==> src/rtl/callret_pkg.sv <==
package callret_pkg;

  typedef enum logic [2:0] {
    ST_IDLE    = 3'd0,
    ST_PUSH_RA = 3'd1,
    ST_PUSH_FP = 3'd2,
    ST_POP_FP  = 3'd3,
    ST_POP_PC  = 3'd4,
    ST_DONE    = 3'd5
  } seq_state_e;

  localparam logic OP_CALL = 1'b0;
  localparam logic OP_RET  = 1'b1;

  // frame layout in words below the caller's stack pointer
  localparam int SLOT_LINK  = 2;  // return address
  localparam int SLOT_FRAME = 3;  // saved frame pointer
  localparam int FRAME_WORDS = 3; // total reserved on call

endpackage

==> src/rtl/callret_link.sv <==
// Return address: caller PC advanced by the length of the call encoding.
module callret_link #(
  parameter int XLEN      = 32,
  parameter int SHORT_LEN = 2,
  parameter int LONG_LEN  = 6
) (
  input  logic [XLEN-1:0] pc_i,
  input  logic            long_i,
  output logic [XLEN-1:0] link_o
);
  localparam logic [XLEN-1:0] SHORT_STEP = XLEN'(SHORT_LEN);
  localparam logic [XLEN-1:0] LONG_STEP  = XLEN'(LONG_LEN);

  // length selected by call form
  always_comb begin
    link_o = pc_i + (long_i ? LONG_STEP : SHORT_STEP);
  end
endmodule

==> src/rtl/callret_fsm.sv <==
module callret_fsm
  import callret_pkg::*;
(
  input  logic       clk,
  input  logic       rst_n,
  input  logic       start_i,
  input  logic       is_ret_i,
  input  logic       mem_ready_i,
  output seq_state_e state_o,
  output logic       accept_o
);
  seq_state_e state_q, state_d;

  // a start is taken only in the idle state
  assign accept_o = start_i && (state_q == ST_IDLE);
  assign state_o  = state_q;

  always_comb begin
    state_d = state_q;
    unique case (state_q)
      ST_IDLE:    if (accept_o) state_d = is_ret_i ? ST_POP_FP : ST_PUSH_RA;
      ST_PUSH_RA: if (mem_ready_i) state_d = ST_PUSH_FP;
      ST_PUSH_FP: if (mem_ready_i) state_d = ST_DONE;
      ST_POP_FP:  if (mem_ready_i) state_d = ST_POP_PC;
      ST_POP_PC:  if (mem_ready_i) state_d = ST_DONE;
      ST_DONE:    state_d = ST_IDLE;
      default:    state_d = ST_IDLE;
    endcase
  end

  always_ff @(posedge clk) begin
    if (!rst_n) state_q <= ST_IDLE;
    else        state_q <= state_d;
  end
endmodule

==> src/rtl/callret_addr.sv <==
// Request generator: address, direction and data per memory state.
module callret_addr
  import callret_pkg::*;
#(
  parameter int XLEN       = 32,
  parameter int WORD_BYTES = 4
) (
  input  seq_state_e      state_i,
  input  logic [XLEN-1:0] base_i,
  input  logic [XLEN-1:0] link_i,
  input  logic [XLEN-1:0] fp_save_i,
  output logic            valid_o,
  output logic            we_o,
  output logic [XLEN-1:0] addr_o,
  output logic [XLEN-1:0] wdata_o
);
  localparam logic [XLEN-1:0] OFF_WORD  = XLEN'(WORD_BYTES);
  localparam logic [XLEN-1:0] OFF_LINK  = XLEN'(SLOT_LINK * WORD_BYTES);
  localparam logic [XLEN-1:0] OFF_FRAME = XLEN'(SLOT_FRAME * WORD_BYTES);

  always_comb begin
    valid_o = 1'b0;
    we_o    = 1'b0;
    addr_o  = '0;
    wdata_o = '0;
    unique case (state_i)
      ST_PUSH_RA: begin
        valid_o = 1'b1;
        we_o    = 1'b1;
        addr_o  = base_i - OFF_LINK;
        wdata_o = link_i;
      end
      ST_PUSH_FP: begin
        valid_o = 1'b1;
        we_o    = 1'b1;
        addr_o  = base_i - OFF_FRAME;
        wdata_o = fp_save_i;
      end
      ST_POP_FP: begin
        valid_o = 1'b1;
        addr_o  = base_i;
      end
      ST_POP_PC: begin
        valid_o = 1'b1;
        addr_o  = base_i + OFF_WORD;
      end
      default: ;
    endcase
  end
endmodule

==> src/rtl/callret_seq.sv <==
module callret_seq
  import callret_pkg::*;
#(
  parameter int XLEN       = 32,
  parameter int WORD_BYTES = 4,
  parameter int SHORT_LEN  = 2,
  parameter int LONG_LEN   = 6
) (
  input  logic            clk,
  input  logic            rst_n,
  input  logic            start_i,
  input  logic            op_i,
  input  logic            form_i,
  input  logic [XLEN-1:0] pc_i,
  input  logic [XLEN-1:0] target_i,
  input  logic [XLEN-1:0] fp_i,
  input  logic [XLEN-1:0] sp_i,
  output logic            mem_valid_o,
  input  logic            mem_ready_i,
  output logic            mem_we_o,
  output logic [XLEN-1:0] mem_addr_o,
  output logic [XLEN-1:0] mem_wdata_o,
  input  logic [XLEN-1:0] mem_rdata_i,
  output logic            busy_o,
  output logic            done_o,
  output logic [XLEN-1:0] fp_o,
  output logic [XLEN-1:0] sp_o,
  output logic [XLEN-1:0] pc_o
);
  localparam logic [XLEN-1:0] FRAME_SPAN = XLEN'(FRAME_WORDS * WORD_BYTES);

  seq_state_e      state;
  logic            accept;
  logic            xfer;
  logic [XLEN-1:0] link_d;

  logic [XLEN-1:0] base_q;    // call: old SP, return: old FP
  logic [XLEN-1:0] link_q;
  logic [XLEN-1:0] fpsave_q;
  logic [XLEN-1:0] target_q;
  logic [XLEN-1:0] popfp_q;
  logic [XLEN-1:0] fp_q, sp_q, pc_q;

  callret_fsm u_fsm (
    .clk         (clk),
    .rst_n       (rst_n),
    .start_i     (start_i),
    .is_ret_i    (op_i),
    .mem_ready_i (mem_ready_i),
    .state_o     (state),
    .accept_o    (accept)
  );

  callret_link #(
    .XLEN      (XLEN),
    .SHORT_LEN (SHORT_LEN),
    .LONG_LEN  (LONG_LEN)
  ) u_link (
    .pc_i   (pc_i),
    .long_i (form_i),
    .link_o (link_d)
  );

  callret_addr #(
    .XLEN       (XLEN),
    .WORD_BYTES (WORD_BYTES)
  ) u_addr (
    .state_i   (state),
    .base_i    (base_q),
    .link_i    (link_q),
    .fp_save_i (fpsave_q),
    .valid_o   (mem_valid_o),
    .we_o      (mem_we_o),
    .addr_o    (mem_addr_o),
    .wdata_o   (mem_wdata_o)
  );

  assign xfer = mem_valid_o && mem_ready_i;

  // operands captured once per accepted start
  always_ff @(posedge clk) begin
    if (!rst_n) begin
      base_q   <= '0;
      link_q   <= '0;
      fpsave_q <= '0;
      target_q <= '0;
    end else if (accept) begin
      base_q   <= (op_i == OP_RET) ? fp_i : sp_i;
      link_q   <= link_d;
      fpsave_q <= fp_i;
      target_q <= target_i;
    end
  end

  // popped frame pointer parked until the frame is fully unwound
  always_ff @(posedge clk) begin
    if (!rst_n)                             popfp_q <= '0;
    else if (xfer && state == ST_POP_FP)    popfp_q <= mem_rdata_i;
  end

  // results committed on the edge that enters ST_DONE
  always_ff @(posedge clk) begin
    if (!rst_n) begin
      fp_q <= '0;
      sp_q <= '0;
      pc_q <= '0;
    end else if (xfer && state == ST_PUSH_FP) begin
      fp_q <= base_q - FRAME_SPAN;
      sp_q <= base_q - FRAME_SPAN;
      pc_q <= target_q;
    end else if (xfer && state == ST_POP_PC) begin
      fp_q <= popfp_q;
      sp_q <= base_q + FRAME_SPAN;
      pc_q <= mem_rdata_i;
    end
  end

  assign busy_o = (state != ST_IDLE);
  assign done_o = (state == ST_DONE);
  assign fp_o   = fp_q;
  assign sp_o   = sp_q;
  assign pc_o   = pc_q;

endmodule

==> config.mk <==
export PLATFORM = sky130hd
export DESIGN_NAME = callret_seq
export DESIGN_NICKNAME = d
export VERILOG_FILES = /design/src/rtl/callret_pkg.sv /design/src/rtl/callret_link.sv /design/src/rtl/callret_fsm.sv /design/src/rtl/callret_addr.sv /design/src/rtl/callret_seq.sv
export SDC_FILE = /design/constraint.sdc
export NUM_CORES = 1
export LEC_CHECK = 0
export BUFFER_PORTS_ARGS = -buffer_cell sky130_fd_sc_hd__clkbuf_2
export CAP_MARGIN = 25
export CELL_PAD_IN_SITES_DETAIL_PLACEMENT = 1
export CELL_PAD_IN_SITES_GLOBAL_PLACEMENT = 1
export CORE_ASPECT_RATIO = 0.5
export CORE_MARGIN = 5
export CORE_UTILIZATION = 37
export DETAILED_ROUTE_END_ITERATION = 12
export HOLD_SLACK_MARGIN = 0.15
export PLACE_DENSITY_LB_ADDON = 0.1
export SYNTH_ARGS = -nofsm -noshare
export SYNTH_HDL_FRONTEND = slang
export SYNTH_HIERARCHICAL = 1
export SYNTH_SLANG_ARGS = --single-unit
==> constraint.sdc <==
create_clock -name clk -period 3.97 [get_ports clk]
set_clock_uncertainty 0.2 [all_clocks]
set_input_delay 0.1985 -clock clk [delete_from_list [all_inputs] [get_ports clk]]
set_output_delay 0.1985 -clock clk [all_outputs]
set_load 0.005 [all_outputs]
==> flow_metrics.tcl <==
set metrics [dict create \
    rows 51 \
    wl_per_cell_um 24.10 \
    yosys-top-cells-count "dfxtp_1 (259), nand2_1 (242), nor2_1 (227)" \
    final_hold_viol_count 0 \
    die-area_um2 44490 \
    tritoncts "yes" \
    ys_ff_latch 259 \
    max_freq_mhz 243.3 \
    synthArstFlopShare 0 \
    gr_layer_usage_met2 0.4911 \
    powerDensity_nw_per_um2 429.1 \
    grt_use_total 0.2937 \
    finalSetupViolCount 2 \
    p_r_area_growth_vs_syn_pct 39.02 \
    result_of_the_run "finished, violations left" \
    register_area_share_after_synthesis 0.3491 \
    initialDrtViolationCount 1352 \
    number_of_fillers_in_the_final_layout 4691 \
    final-seq-area_um2 5187 \
    die-height_um 151.7 \
    synth.yosys.warnings 6 \
    worst-endpoint-arrival_ps 3710 \
    worst_ep_required_time_ps 3570 \
    start_kind "register" \
    multiInputGateArea_um2 9348 \
    floorplan.core_area_um2 39240 \
    critPathKind "register to output pin" \
    reg2reg_slack_ps 400 \
    drive_gt1_frac 0.2357 \
    grt_pass1_wl_um 101900 \
    grt_overflow 0 \
    pin_count 330 \
    vias_in_the_first_global_route 16666 \
    nNetsFinal 2509 \
    remaining_drc_errors 0 \
    slew_violations 0 \
    failing_checks "setup timing" \
    detailed_place_hpwl_um 45590 \
    synth.area.top_cells "dfxtp_1 (35%), mux2i_1 (9.0%), nand2_1 (6.1%)" \
    count_of_maximum_capacitance_violations 0 \
    synth_top_flop_cell "dfxtp_1" \
    tightestPinTransition_ps 1090 \
    clock_tree.htree_level_count 1 \
    cts_max_path_buffers 3 \
    p_leak_nw 8.498 \
    globalRoute.busiestLayer "met2" \
    clk_pin_slew_worst_paths_ps 60 \
    vias_post_dr 16305 \
    hold_path.class "primary input to register" \
    initial_utilization 0.3785 \
    grt_antenna_before_repair 10 \
    place.detailed.instances 2581 \
    ant_nets 0 \
    synthesis.instances 1813 \
    drt_first_pass_iters 5 \
    global_route.usage.met1 0.3822 \
    met3_usage_grt 0.06190 \
    clock_insertion_delay_worst_skew_ps 580 \
    numPortBuffers 329 \
    yosysTopAreaCell "dfxtp_1" \
    postLayoutCoreUtil 0.5262 \
    synth_most_common_cell "dfxtp_1" \
    cts_made_buffers 26 \
    finalWirelength_um 69010 \
    clockRootBuffer "clkbuf_16" \
    unrepaired_setup_endpoints_after_global_routing "yes" \
    synth_enable_flop_cells 0 \
    critPathMaxFanout 7 \
    cts_sink_count 259 \
    grt_max_degree 138 \
    netlist.area_leader.share 0.3491 \
    gp_congestion 0.8966 \
    avgViaCountPerCell 5.693 \
    final_min_period_over_clock_period 1.035 \
    die_width_um 293.4 \
    post-route-worst-setup-slack_ps -140.8 \
    max-slew-margin-rel 0.2709 \
    vdd_ir_drop_max_mv 0.2959 \
    timing.critical_path.to_type "output pin" \
    syn_area_per_cell_um2 8.192 \
    final.min_clock_period_ps 4111 \
    layoutNonFillerInstCount 2864 \
    synth.lib_cells_used.distinct 87 \
    syn-cell-area_um2 14850 \
    synth.net_count 2016 \
]
-- worst paths after layout --
path	start	end	cells past startpoint
max	u_fsm/state_o[1]$_SDFFE_PN0P_	mem_addr_o[30]	14
min	target_i[17]	target_q[17]$_SDFFE_PN0P_	4
max reg2reg	u_fsm/state_o[2]$_SDFFE_PN0P_	fp_o[30]$_SDFFE_PN0P_	11
min reg2reg	popfp_q[6]$_SDFFE_PN0P_	popfp_q[6]$_SDFFE_PN0P_	2
-- cell usage in the layout, fill, tap and decap left out, types with 9 or more instances in the layout --
cell / count
xnor2_1: 79
buf_4: 68
xor2_1: 26
dfxtp_1: 257
a211oi_1: 48
o22ai_1: 25
clkbuf_2: 328
a21o_1: 13
nand3_1: 35
a311oi_1: 41
and3_1: 12
nor3_1: 33
nand4_1: 32
o31ai_1: 9
ha_1: 19
o211ai_1: 13
a21oi_1: 82
clkbuf_16: 26
mux2i_1: 133
nand2_1: 240
a31oi_1: 16
diode_2: 9
nor2_1: 223
inv_1: 29
o21ai_0: 38
nor4_1: 18
ha_4: 15
dlygate4sd3_1: 202
a22o_1: 34
-- metal layers --
layer / vias up / share of wire
li1: 7551 / -
met1: 8086 / 0.44
met3: 161 / 0.063
met4: 0 / 0.036
met2: 507 / 0.46
met5: - / 0
-- through the flow --
stage                     setup WS, ps  setup TNS (ps)  total power, mW  area, um2  hold WS (ps)
after global routing            -260.7           -1264            9.251      20650         205.1
after detailed placement        -149.2          -207.4            5.728      17100         244.2
after CTS                       -54.36          -114.1            8.673      20370         172.6
after floorplan                  24.76               0            4.764      14900         116.2
after global placement          -58.25          -58.25            5.714      17100         234.7
final                           -140.8          -208.1            8.860      20650         194.4
-- power by group --
part,leakage [nW],internal [mW],total [mW],switching [mW]
Clock,0.446,1.48,2.64,1.16
Combinational,5.94,1.38,3.25,1.87
Sequential,2.11,2.79,2.97,0.179
-- kinds of logic after synthesis --
logic type | share of synthesized area
AO/OA/AOI/OAI | 0.1980
XOR/XNOR | 0.06192
multiplexers | 0.08963
buffers and inverters | 0.05029
AND/OR/NAND/NOR | 0.2194
adder cells (fa/ha/maj) | 0.03167
flip-flops | 0.3491
-- final cells by class --
class / count / share of cell area
multi-input combinational: 1376 / 0.4527
sequential: 259 / 0.2512
timing repair buffer: 612 / 0.2129
clock buffer: 35 / 0.03654
tap: 530 / 0.03212
clock inverter: 12 / 0.007393
inverter: 31 / 0.006059
antenna: 9 / 0.001091
-- sequential cells by signal, indices dropped and copies added, names as in the netlist --
signal,count
popfp_q,32
fp_o,32
target_q,32
sp_o,32
fpsave_q,32
base_q,32
link_q,32
pc_o,32
u_fsm/state_o,3
-- worst max-delay path, cell delays in order (launching register included) --
cell        delay [ps]
dfxtp_2            320
nand2b_4           150
nor2_4             110
clkinvlp_4         170
buf_12             180
buf_12             140
ha_4               290
nand4_1            140
o21bai_1           240
o221ai_2           170
a311o_1            390
a2111oi_4          420
nor3_2              90
o32ai_2            190
buf_2              150
-- timing repair --
item / 4_1_cts / 5_1_grt
pin swaps: 14 / 29
setup buffers: 11 / 15
gates resized for setup: 45 / 38
endpoints found under the hold margin: 241 / 0
hold buffers: 202 / 0
endpoints found under the setup margin: 19 / 12
(Power assumes the default switching activity.)
